[config.mk]
export PLATFORM = sky130hd
export DESIGN_NAME = cmp_timer_chan
export DESIGN_NICKNAME = d
export VERILOG_FILES = /design/src/rtl/tmrch_pkg.sv /design/src/rtl/tmrch_view.sv /design/src/rtl/tmrch_regs.sv /design/src/rtl/tmrch_irq.sv /design/src/rtl/cmp_timer_chan.sv
export SDC_FILE = /design/constraint.sdc
export NUM_CORES = 1
export LEC_CHECK = 0
export BUFFER_PORTS_ARGS = -buffer_cell sky130_fd_sc_hd__buf_2
export CAP_MARGIN = 30
export CORE_MARGIN = 2
export CORE_UTILIZATION = 31
export DETAILED_ROUTE_END_ITERATION = 10
export GPL_TIMING_DRIVEN = 1
export SLEW_MARGIN = 20
export SYNTH_ARGS = -nofsm -noshare
export SYNTH_HDL_FRONTEND = slang
export SYNTH_HIERARCHICAL = 1
export SYNTH_SLANG_ARGS = --single-unit
[constraint.sdc]
create_clock -name clk -period 23.1 [get_ports clk]
set_input_delay 6.93 -clock clk [delete_from_list [all_inputs] [get_ports clk]]
set_output_delay 6.93 -clock clk [all_outputs]
set_load 0.01 [all_outputs]
[src/rtl/tmrch_pkg.sv]
package tmrch_pkg;
  typedef enum logic [1:0] {
    TA_CMP = 2'd0,
    TA_REL = 2'd1,
    TA_OFF = 2'd2,
    TA_CTL = 2'd3
  } tmr_addr_e;

  localparam int unsigned CTL_EN  = 0;
  localparam int unsigned CTL_MSK = 1;
  localparam int unsigned CTL_STS = 2;
  localparam int unsigned CTL_USED = 3;
endpackage

[src/rtl/tmrch_view.sv]
// Time view of one channel: offset-adjusted count, signed distance, status.
module tmrch_view #(
  parameter int unsigned CNT_W = 64,
  parameter int unsigned REL_W = 32
) (
  input  logic [CNT_W-1:0] sys_count,
  input  logic [CNT_W-1:0] offset,
  input  logic [CNT_W-1:0] cmp,
  input  logic [REL_W-1:0] rel_wdata,
  output logic [CNT_W-1:0] chan_count,
  output logic [REL_W-1:0] rel_view,
  output logic [CNT_W-1:0] rel_target,
  output logic             status
);
  localparam int unsigned EXT_W = CNT_W - REL_W;

  function automatic logic [CNT_W-1:0] f_chan_count(input logic [CNT_W-1:0] sc,
                                                   input logic [CNT_W-1:0] off);
    return sc - off;
  endfunction

  function automatic logic [REL_W-1:0] f_rel_read(input logic [CNT_W-1:0] c,
                                                 input logic [CNT_W-1:0] cnt);
    logic [CNT_W-1:0] diff;
    diff = c - cnt;
    return diff[REL_W-1:0];
  endfunction

  function automatic logic [CNT_W-1:0] f_rel_target(input logic [CNT_W-1:0] cnt,
                                                   input logic [REL_W-1:0] v);
    return cnt + {{EXT_W{v[REL_W-1]}}, v};
  endfunction

  function automatic logic f_at_or_past(input logic [CNT_W-1:0] cnt,
                                        input logic [CNT_W-1:0] c);
    return cnt >= c;
  endfunction

  always_comb begin
    chan_count = f_chan_count(sys_count, offset);
    rel_view   = f_rel_read(cmp, chan_count);
    rel_target = f_rel_target(chan_count, rel_wdata);
    status     = f_at_or_past(chan_count, cmp);
  end
endmodule

[src/rtl/tmrch_regs.sv]
// Software-visible state of the channel: compare, offset, enable, mask.
module tmrch_regs
  import tmrch_pkg::*;
#(
  parameter int unsigned      CNT_W   = 64,
  parameter logic [CNT_W-1:0] RST_CMP = '1
) (
  input  logic             clk,
  input  logic             rst_n,
  input  logic             wr_en,
  input  logic [1:0]       wr_addr,
  input  logic [CNT_W-1:0] wr_data,
  input  logic [CNT_W-1:0] rel_target,
  output logic [CNT_W-1:0] cmp,
  output logic [CNT_W-1:0] offset,
  output logic             en,
  output logic             mask
);
  tmr_addr_e sel;
  logic wr_cmp_ev, wr_rel_ev, wr_off_ev, wr_ctl_ev;

  always_comb begin
    sel       = tmr_addr_e'(wr_addr);
    wr_cmp_ev = wr_en && (sel == TA_CMP);
    wr_rel_ev = wr_en && (sel == TA_REL);
    wr_off_ev = wr_en && (sel == TA_OFF);
    wr_ctl_ev = wr_en && (sel == TA_CTL);
  end

  always_ff @(posedge clk) begin
    if (!rst_n) begin
      cmp    <= RST_CMP;
      offset <= '0;
      en     <= 1'b0;
      mask   <= 1'b0;
    end else begin
      if (wr_cmp_ev) cmp <= wr_data;
      if (wr_rel_ev) cmp <= rel_target;
      if (wr_off_ev) offset <= wr_data;
      if (wr_ctl_ev) begin
        en   <= wr_data[CTL_EN];
        mask <= wr_data[CTL_MSK];
      end
    end
  end
endmodule

[src/rtl/tmrch_irq.sv]
// Interrupt gate: a pending match passes only when enabled and unmasked.
module tmrch_irq (
  input  logic status,
  input  logic en,
  input  logic mask,
  output logic irq
);
  always_comb irq = status & en & ~mask;
endmodule

[src/rtl/cmp_timer_chan.sv]
module cmp_timer_chan
  import tmrch_pkg::*;
#(
  parameter int unsigned      CNT_W   = 64,
  parameter int unsigned      REL_W   = 32,
  parameter int unsigned      CTRL_W  = 32,
  parameter logic [CNT_W-1:0] RST_CMP = '1
) (
  input  logic              clk,
  input  logic              rst_n,
  input  logic [CNT_W-1:0]  sys_count,
  input  logic              wr_en,
  input  logic [1:0]        wr_addr,
  input  logic [CNT_W-1:0]  wr_data,
  output logic [CNT_W-1:0]  cmp_value,
  output logic [CNT_W-1:0]  chan_count,
  output logic [REL_W-1:0]  rel_value,
  output logic [CTRL_W-1:0] ctrl_rd,
  output logic              irq
);
  localparam int unsigned RSV_W = CTRL_W - CTL_USED;

  logic [CNT_W-1:0] offset_q, rel_target;
  logic             en_q, mask_q, status;

  tmrch_regs #(.CNT_W(CNT_W), .RST_CMP(RST_CMP)) u_regs (
    .clk(clk), .rst_n(rst_n), .wr_en(wr_en), .wr_addr(wr_addr),
    .wr_data(wr_data), .rel_target(rel_target),
    .cmp(cmp_value), .offset(offset_q), .en(en_q), .mask(mask_q)
  );

  tmrch_view #(.CNT_W(CNT_W), .REL_W(REL_W)) u_view (
    .sys_count(sys_count), .offset(offset_q), .cmp(cmp_value),
    .rel_wdata(wr_data[REL_W-1:0]), .chan_count(chan_count),
    .rel_view(rel_value), .rel_target(rel_target), .status(status)
  );

  tmrch_irq u_irq (.status(status), .en(en_q), .mask(mask_q), .irq(irq));

  always_comb ctrl_rd = {{RSV_W{1'b0}}, status, mask_q, en_q};
endmodule

==> flow_results.org, run 1 <==
** Clocking
- After clock tree synthesis, the flow added hold-fix buffers numbering 0.
- Clock insertion delay at the later pin of the skew report :: around 0.47 ns
- CTS tree :: built
- Counting along the longest clock path gives a buffer depth of 2.
- Post-CTS setup buffers :: 0
- Number of H-tree levels :: 4
- Total clock sinks :: 130
- Cells resized by post-CTS repair :: 0
- Clock-pin slew on the worst setup and hold paths :: 0.07 ns
- The tree is rooted in a clkbuf_16.
- TritonCTS Buffers :: 17

** Routing
- Dividing the detail-routed wire length by the instance count gives 18.7 um.
- Count of TritonRoute iterations in the first routing pass :: 5
- For this block, the initial DRC count from the detailed router was 1,002.
- Vias per cell :: about 5.3
- Routed Wire Length :: 55,900 um
- Number of nets with antenna violations after detailed routing :: 0
- Summing over every cut layer, the via total after detailed routing is 15,700.
- In the routed design, unresolved DRC markers number 0.

** Synthesis
- Per-instance average area after synthesis :: between 7 and 8 sq um
- The portion of synthesized area spent on multiplexers is 4.04%.
- The most used flip-flop cell after synthesis is dfxtp_1.
- Sequential elements use 16.4% of the synthesized area.
- Summing the areas of all and, or, nand and nor instances in the mapped netlist gives 15.7% of the synthesized area.
- After synthesis the netlist holds a flip-flop and latch count of 130.
- Synth async-reset ratio :: 0%
- During synthesis, Yosys emitted a total of 6 warnings.
- Mapped Cells :: 2,081
- Xor/xnor share of the synthesized area :: under 10%
- Post-Synthesis Cell Area :: 15,900 sq um
- Number of library cell types mapped by synthesis :: 73
- Ranked by total cell area, the synthesized netlist is headed by ha_1, dfxtp_1, a21o_1.
- The synthesized design spends more area on one cell type than any other, namely ha_1.
- Summed over its instances, the top area cell type makes up 17.4% of the synthesized netlist area.
- Largest family of logic cells by synthesized area :: compound AO/OA/AOI/OAI gates
- Complex-gate fraction of the synthesized area :: 28.5%
- In this run, synthesis inferred 0 flip-flops with an integrated enable.
- Fraction of the mapped netlist area in adder cells :: 17.8%

** Timing
- For the final routed database, the setup TNS stands at 0 ns.
- Between clock sinks in the finished design, the worst skew comes to ~0.018 ns.
- The worst pin sits at a relative slew slack of 38.8%.
- Setup repair after global routing left no endpoint under its margin.
- Achievable Freq :: 50.0 MHz
- Hold Vio Cnt, Final :: 0
- Worst Setup Slack, final :: 3.09 ns
- Counting I/O delays and the setup requirement, the final critical path takes 20.01 ns.
- The final-report max-slew violation count is 0.
- Setup violations remaining at the end of the flow were counted as 0.
- Post-route fraction of the period consumed by the critical path :: 86.6%
- Worst-Margin Slew :: 0.914 ns

** Floorplan
- Once the floorplan was initialized, standard cells occupied around a third of the core.
- The die is 230 um wide.
- Measured along the y axis, the die boundary spans 230 um.
- During I/O placement, the number of pins put on the boundary was 326.
- Area inside the core boundary :: 50,400 sq um
- Row generation in the floorplan step produced 82 rows.
- The die covers 53,000 sq um.

** Place
- Port buffering added 296 buffers.
- At the end of routability-driven placement, the weighted congestion stood at slightly above 0.9.
- Timing analysis after detailed placement gives a worst setup slack of around 2.8 ns.
- HPWL after detailed placement :: 46,500 um
- After detailed placement, the design holds a cell count of 2,951.

** GRT
- In the global route stage, overall resource usage came out at approximately a fifth.
- The first global-routing pass estimated about 85,000 um of wire.
- Total overflow reported by the global router :: 0
- Entering global routing, the biggest net connects 75 pins.
- The number of global-route vias before repair came to 15,000.
- Initial antenna violation count :: 0

** Power
- Worst supply voltage drop on vdd :: around 0.000047 V
- For this design the ratio of total power to cell area is just under 70 nW/um^2.
- Summed over all cells, the static leakage comes to ~0.009 uW.

** Min path
- Startpoint of the lowest-slack hold path :: u_regs/offset[48]
- Path type of the worst min-delay path :: reg2reg

** Job
- Max-cap violations in this run came to 0.

** Final layout
- Number of inserted filler cells in the final layout :: roughly 5,400
- The finished layout holds 2,982 standard cells, fillers aside.
- 0 antenna diodes ended up in the layout.
- Relative area change from synthesis to final layout :: 14.6%
- For this run, the post-layout net count is between 2,000 and 3,000.
- Ratio of cells with drive above 1 in the final layout :: between 15 and 20%

** Worst setup path
- Launch point of the worst path :: sys_count[0]
- Reg2reg setup slack :: 16.39 ns
- Sort of element at the end of the critical path :: output pin
- STA puts the critical path data arrival time at 13.08 ns.
- The worst setup path is launched from an input port.
- Critical setup path kind :: in2out
- Required time of the worst setup path :: roughly 16 ns
- R2r startpoint :: u_regs/offset[0]
- Largest fanout on the critical path :: 6

** Run status
- Run status :: complete, no violations
-- worst paths after layout --
check | to | cells past startpoint
min | u_regs/offset[48] | 2
max | irq | 24
min reg2reg | u_regs/offset[48] | 2
max reg2reg | u_regs/cmp[63] | 23
-- power by group --
part | internal (uW) | total, uW | leakage, uW | switching (uW)
logic | 300 | 749 | 0.00764 | 449
registers | 240 | 254 | 0.00106 | 14.2
clock network | 155 | 263 | 0.000271 | 109
total | 694 | 1270 | 0.00898 | 572
-- cells by family (layout without fill, tap and decap cells) --
group,count (synthesis),count (layout)
adders and majority gates,224,224
DFF,130,130
buffers and inverters,332,533
and+or+nand+nor,500,500
other,1,29
xor gates and xnor gates,149,149
AOI/OAI and AO/OA,681,681
muxes,64,64
-- critical path: stages --
cell,delay [ns]
buf_2,0.10
inv_1,0.05
ha_1,0.16
inv_1,0.05
fa_1,0.40
a21oi_1,0.19
o22ai_1,0.18
a21o_1,0.22
o2111ai_1,0.27
nand2_1,0.25
a31o_2,0.33
a31o_2,0.28
a21oi_2,0.32
o21bai_1,0.18
or4_1,0.41
nand3_1,0.17
ha_1,0.15
nand4_1,0.18
nor4_1,0.53
nand3_1,0.24
or4_1,0.58
o31ai_1,0.54
and3b_1,0.25
buf_2,0.13
-- synthesized netlist by cell type (60+ instances only) --
cell	number
nand3_1	81
ha_1	221
clkbuf_1	60
a21oi_1	176
xnor2_1	82
mux2i_1	64
xor2_1	66
inv_1	197
dfxtp_1	130
o21ai_0	118
a2bb2oi_1	64
nand2_1	160
a21o_1	138
nor2_1	81
-- per-layer routing --
| metal | global-route usage (%) | part of all wire (%) | vias to the layer above |
|---|---|---|---|
| met5 | 0 | 0 | - |
| met4 | 5.50 | 1.9 | 0 |
| met3 | 3.72 | 5.3 | 50 |
| met2 | 34.2 | 47 | 418 |
| met1 | 26.7 | 46 | 7393 |
| li1 | - | - | 7803 |
-- cells in the final DEF (no fill, tap or decap), types with 10 or more instances in the layout --
cell       instances
o21ai_1           20
xor2_1            66
conb_1            29
nand2b_1          18
a31oi_1           14
inv_1            197
a21oi_1          176
nor2_1            81
nand4_1           45
and3_1            14
o21bai_1          41
nand3_1           81
mux2i_1           64
xnor2_1           82
o21ai_0          118
nor4_1            11
nor3_1            22
dfxtp_1          130
buf_4             10
buf_2            294
nand2_1          160
nor2b_1           17
a21o_1           138
a2bb2oi_1         64
clkbuf_16         17
ha_1             221
nand3_2           16
o21a_1            18
-- stage by stage --
stage | total power, uW | utilization (%) | area (sq um) | hold slack [ns]
after global routing | 1360 | 36.1 | 18200 | 0.475
final | 1270 | 36.1 | 18200 | 0.455
after global placement | 995 | 35.0 | 17600 | 0.441
after floorplan | 772 | - | 16000 | 0.434
after CTS | 1270 | 36.1 | 18200 | 0.458
after detailed placement | 1000 | 35.0 | 17600 | 0.446
-- final cells by class --
class / instances / area (sq um) / share of cell area (%)
clock buffers: 25 / 485 / 2.67
clock inverters: 6 / 55.1 / 0.303
repair buffers: 305 / 1550 / 8.52
flip-flops and latches: 130 / 2600 / 14.3
well taps: 672 / 841 / 4.62
multi-input cells: 1647 / 11900 / 65.5
inverters: 197 / 739 / 4.07
-- state kept, by name, summed over array words and instances, names as in the netlist --
signal	count
u_regs/en	1
u_regs/offset	64
u_regs/cmp	64
u_regs/mask	1
Note: power is estimated with default switching activity, not from simulation.
==> run 2, diff against run 1 <==
--- a/config.mk
+++ b/config.mk
@@ -5,11 +5,12 @@
 export SDC_FILE = /design/constraint.sdc
 export NUM_CORES = 1
 export LEC_CHECK = 0
-export BUFFER_PORTS_ARGS = -buffer_cell sky130_fd_sc_hd__buf_2
 export CAP_MARGIN = 30
+export CORE_ASPECT_RATIO = 0.6
 export CORE_MARGIN = 2
 export CORE_UTILIZATION = 31
 export DETAILED_ROUTE_END_ITERATION = 10
+export DONT_BUFFER_PORTS = 1
 export GPL_TIMING_DRIVEN = 1
 export SLEW_MARGIN = 20
 export SYNTH_ARGS = -nofsm -noshare
==> flow_results.org, run 2 (synthesis results as in run 1) <==
** Run status
- The run finished with clean final reports.

** Clocking
- The H-tree was split into 4 levels.
- Total clock sinks :: between 100 and 150
- Clock insertion delay at the later pin of the skew report :: 0.45 ns
- Cells resized by post-CTS repair :: 0
- Post-CTS setup buffers :: 0
- TritonCTS built the clock tree.
- In this run the deepest clock path goes through 2 buffers.
- Hold-fix buffers at CTS :: 0
- After clock tree synthesis, the clock-pin slew on the worst setup and hold paths is 0.06 ns.
- Clock Root Buffer :: clkbuf_16
- TritonCTS Buffers :: 17

** Power
- In this run the static leakage power is between 0.007 and 0.008 uW.
- Power spread over the standard cell area amounts to 71.9 nW/um^2.
- Across the VDD grid, the largest voltage drop is 0.0000409 V.

** Final layout
- Nets@finish :: 2,360
- Fill cells in the final layout number around 5,500.
- The top cell types in the final layout, fill and taps aside, are ha_1, inv_1, a21oi_1.
- Most frequent standard cell in the layout excluding fill and tap cells :: ha_1
- The area growth from synthesis to layout is 5.87%.
- In the final layout, the share of cells above drive strength 1 is 4.76%.
- Share of the core filled with cells in the final layout :: 33.1%
- Largest registers ranked by flip-flop count :: u_regs/cmp: 64 flops, u_regs/offset: 64 flops

** GRT
- Aggregate global-route resource usage :: ~20%
- Global-route wire length before repair :: 82,000 um
- Initial antenna violation count :: 4
- Maximum number of pins on one net before global-route repair :: 133
- Vias in the first global route :: 13,500
- Total overflow reported by the global router :: 0

** Worst setup path
- The critical path is of the in2out type.
- Arrival time reported for the critical path endpoint :: approximately 13 ns
- Sort of element at the end of the critical path :: output pin
- Largest fanout on the critical path :: 4
- Startpoint type of the worst setup path :: input port
- At the worst endpoint, the required time is 16.17 ns.

** Job
- The tool flagged a number of max-cap violations equal to 0.

** Timing
- Post-route fraction of the period consumed by the critical path :: 88.2%
- Derived from the worst setup path, the maximum achievable clock frequency is between 40 and 50 MHz.
- Max-slew violation total from the final report :: 0
- Final setup violation count :: 0
- Setup repair after global routing missed its margin :: no
- For the final routed database, the setup TNS stands at 0 ns.
- Measured against its own limit, the worst slew margin works out to 40.0%.
- For the pin with the worst max-slew slack, the measured transition is 0.900 ns.
- Hold Vio Cnt, Final :: 0
- Final worst path period need :: roughly 20 ns
- For the final database, setup skew stands at 0.0131 ns.

** Place
- Count of input and output buffers :: 0
- Detailed placement ended at an HPWL of 45,200 um.
- Routability-driven placement finished with a final weighted congestion of a little over 0.9.

** Routing
- After detailed routing, the average wire length per cell comes to 20.3 um.
- Detailed Route Iter0 Violations :: 1,164
- Using the TritonRoute via totals, the vias-per-cell ratio works out to 5.45.
- Vias after detailed routing :: 14,800
- Once detail routing completed, the nets flagged for antenna violations numbered 0.
- Before antenna repair, the detailed router went through 6 iterations.
- Routed Wire Length :: around 55,000 um
- After detailed routing, the number of remaining DRC violations is 0.

** Floorplan
- Area inside the core boundary :: 50,800 sq um
- Starting utilization of the core area :: 31.3%
- 326 I/O pins were placed.
- DIE HEIGHT :: 179 um
- Total die area :: 53,100 sq um
- In this run the horizontal extent of the chip is 296 um.
- Count of standard-cell rows :: 64

** Min path
- Path type of the worst min-delay path :: reg2reg
## run 2: worst max-delay path: stages
cell and delay [ns]:
ha_1 0.32, o21a_1 0.13, o31a_1 0.21, o21a_1 0.27, a31oi_2 0.18, nor4_1 0.59, o2111ai_1 0.29, a31oi_1 0.68
a211oi_2 0.24, o21ai_2 0.37, a221oi_2 0.13, xnor2_1 0.45, ha_1 0.23, nand4_1 0.25, nor4_1 0.63, nand3_1 0.17
or4_1 0.58, o21ai_0 0.17, nor4_1 0.07, o31ai_1 0.08, buf_4 0.21, and3b_1 0.23
## run 2: layout make-up
cell class	instances	area [sq um]	area share (%)
Multi-Input combinational cell	1647	11900	70.9
Tap cell	693	867	5.16
Antenna cell	2	5.00	0.0298
Clock inverter	11	110	0.655
Inverter	197	739	4.40
Timing Repair Buffer	10	88.8	0.529
Sequential cell	130	2600	15.5
Clock buffer	21	470	2.80
## run 2: routing by layer
| metal | GRT usage, % | part of all wire (%) | routed length (um) |
|---|---|---|---|
| met4 | 5.62 | 2.0 | 1080 |
| met2 | 29.4 | 41 | 22800 |
| met3 | 5.13 | 8.2 | 4510 |
| met1 | 28.9 | 48 | 26500 |
| met5 | 0 | 0 | 0 |
## run 2: worst paths after layout
path / startpoint / end / slack (ns) / cells past startpoint
hold / removal: u_regs/offset[48] / u_regs/offset[48] / 0.46 / 2
setup / recovery: sys_count[3] / irq / 2.72 / 22
hold reg to reg: u_regs/offset[48] / u_regs/offset[48] / 0.46 / 2
setup reg to reg: u_regs/offset[0] / u_regs/cmp[63] / 15.84 / 24
## run 2: through the flow
step	instances	setup slack, ns	cell area [sq um]	total power [uW]	hold slack [ns]
2_1_floorplan	2109	4.68	16000	772	0.434
3_3_place_gp	2674	2.94	16200	914	0.442
3_5_place_dp	2676	2.81	16200	921	0.446
4_1_cts	2708	2.77	16800	1210	0.458
5_1_grt	2711	2.30	16800	1290	0.475
6_report	2711	2.72	16800	1210	0.456
## run 2: power by group
| group | internal, uW | switching, uW |
|---|---|---|
| Combinational | 252 | 410 |
| Clock | 166 | 119 |
| Sequential | 239 | 21.7 |
==> run 3, diff against run 2 <==
--- a/config.mk
+++ b/config.mk
@@ -6,8 +6,8 @@
 export NUM_CORES = 1
 export LEC_CHECK = 0
 export CAP_MARGIN = 30
-export CORE_ASPECT_RATIO = 0.6
-export CORE_MARGIN = 2
+export CORE_ASPECT_RATIO = 0.9
+export CORE_MARGIN = 3
 export CORE_UTILIZATION = 31
 export DETAILED_ROUTE_END_ITERATION = 10
 export DONT_BUFFER_PORTS = 1
==> flow_results.org, run 3 (synthesis results as in run 1) <==
** Clocking
- Buffer depth of the longest clock path :: 2
- At the later pin of the worst-skew pair, clock insertion delay measures about 0.48 ns.
- The H-tree generated during clock tree synthesis spans 4 levels.
- Clock-pin slew on the worst setup and hold paths :: around 0.060 ns
- TritonCTS Buffers :: 17
- Hold-fix buffers at CTS :: 0
- The number of setup buffers added after CTS is 0.
- After clock tree synthesis, the repair step resized 0 gates.
- CTS tree :: built
- Total clock sinks :: 130
- The tree is rooted in a clkbuf_16.

** Timing
- Clock skew on the completed layout was measured at 0.0114 ns.
- Relative slew margins :: 39.3%
- Hold Vio Cnt, Final :: 0
- Setup repair after global routing left no endpoint under its margin.
- Final-layout setup total negative slack :: 0 ns
- Final worst path period need :: between 20 and 25 ns
- Final setup violation count :: 0
- Post-route fraction of the period consumed by the critical path :: around 87%
- Max-slew violation total from the final report :: 0
- Worst-Margin Slew :: 0.904 ns
- Derived from the worst setup path, the maximum achievable clock frequency is 49.5 MHz.

** Final layout
- For this run, the post-layout net count is 2,361.
- Share of the core filled with cells in the final layout :: about 33%
- Number of inserted diodes :: 0
- The library cells used most frequently in the layout, excluding fill and tap cells, are ha_1, inv_1, a21oi_1.
- Of the cells placed in the final design, the portion with a size suffix greater than 1 is 4.67%.
- The largest registers in the layout are u_regs/cmp: 64 flops, u_regs/offset: 64 flops.
- Most frequent standard cell in the layout excluding fill and tap cells :: ha_1
- Cell Count, Final, Fillers Out :: roughly 2,700
- From synthesis to final layout, the design area changed by 5.61%.

** Floorplan
- From bottom edge to top edge, the die measures 221 um.
- After floorplanning, the core was divided into 78 placement rows.
- For this configuration, the core starts out at a cell density of 31.4%.
- Chip Width :: 244 um
- I/O Pins :: 326
- The region available for standard cell placement spans 50,500 sq um.
- Total die area :: ~54,000 sq um

** Power
- Leak pwr :: 0.00792 uW
- The worst-case IR drop observed on VDD is between 0.00004 and 0.00005 V.
- Power spread over the standard cell area amounts to approximately 71 nW/um^2.

** GRT
- The first global-routing pass estimated 83,700 um of wire.
- Global routing finished with a remaining overflow of 0.
- Entering global routing, the biggest net connects between 100 and 150 pins.
- For this run, the total global-route usage over all layers was measured as 20.1%.
- The number of global-route vias before repair came to approximately 14,000.
- The number of antenna violations at the first check in global routing was 2.

** Worst setup path
- R2r worst-path depth :: 24
- Sort of element at the end of the critical path :: output pin
- Reg2reg end :: u_regs/cmp[63]
- At the worst endpoint, the arrival time is 13.26 ns.
- R2r startpoint :: u_regs/offset[17]
- CP max stage cell :: o31ai_1
- Required time of the worst setup path :: 16.17 ns
- In this run the register-to-register setup slack is between 15 and 20 ns.
- The worst setup path is launched from an input port.
- Longest individual stage delay on the worst path :: 0.64 ns
- Cells along the critical path :: inv_1, ha_1, inv_1, fa_1, a21oi_1, o22ai_1, a21o_1, o2111ai_1, nand2_1, a31o_2, a31o_2, a21oi_2, o21bai_1, or4_1, nand3_1, ha_1, nand4_1, nor4_1, nand3_1, or4_1, o31ai_1, and3b_1
- Critical setup path kind :: in2out
- Of all nets on the critical path, the largest fanout is 6.

** Min path
- Startpoint of the lowest-slack hold path :: u_regs/offset[58]
- Path type of the worst min-delay path :: reg2reg
- Counting instances, the worst hold path has a depth of 2.
- The path with the worst hold slack has its endpoint at u_regs/offset[58].

** Routing
- The first TritonRoute pass finished after 5 iterations.
- Number of nets with antenna violations after detailed routing :: 0
- Routed Wire Length :: around 56,000 um
- Detailed Route Iter0 Violations :: 838
- Wire length per cell after detailed routing :: ~21 um
- Vias after detailed routing :: 14,700
- Number of design rule violations left after detail routing :: 0
- Dividing the detail-routed via count by the number of cells gives 5.44.

** Place
- In this run the tool buffered the top-level ports with 0 buffer cells.
- Routability-driven placement finished with a final weighted congestion of 0.943.
- Including well taps, the total number of placed cells is 2,665.
- Once detailed placement completed, the half-perimeter wirelength came to 46,000 um.

** Job
- Max-cap violations :: 0

** Run status
- The run finished with clean final reports.
==> run 3: routing by layer <==
layer	global-route usage [%]	vias to the layer above	part of all wire [%]
met5	0	-	0
met4	6.20	0	2.1
met3	4.53	61	6.2
met2	33.3	413	46
met1	26.1	6950	46
li1	-	7228	-
==> run 3: power by group <==
part | internal [uW] | switching [uW] | total (uW)
registers | 240 | 23.0 | 263
logic | 252 | 410 | 661
clock network | 157 | 109 | 265
==> run 3: worst max path at each step <==
| stage | endpoint | slack [ns] | startpoint |
|---|---|---|---|
| floorplan | rel_value[31] | 4.68 | sys_count[0] |
| global placement | irq | 2.82 | sys_count[0] |
| detailed placement | irq | 2.73 | sys_count[8] |
| CTS | irq | 2.69 | sys_count[8] |
| global route | irq | 2.45 | sys_count[18] |
| finish | irq | 2.91 | sys_count[0] |
==> run 3: stage by stage <==
step                      hold WS, ns  power (uW)  area (sq um)  setup WS (ns)
final                           0.456        1190         16800           2.91
after global routing            0.469        1270         16800           2.45
after CTS                       0.457        1200         16800           2.69
after detailed placement        0.446         922         16200           2.73
after global placement          0.443         913         16200           2.82
after floorplan                 0.434         772         16000           4.68
==> run 3: cell type report <==
cell class	instances	area, sq um
clock buffers	24	492
clock inverters	6	55.1
fillers	5388	33700
inverters	197	739
multi-input cells	1647	11900
flip-flops and latches	130	2600
well taps	680	851
repair buffers	11	103
==> run 3: critical path, delay by kind of cell <==
kind                     cells  cell delay (ns)
adder cells (fa/ha/maj)      3             0.71
buffers and inverters        2             0.09
AND/OR/NAND/NOR              8             2.80
AO/OA/AOI/OAI                9             2.72
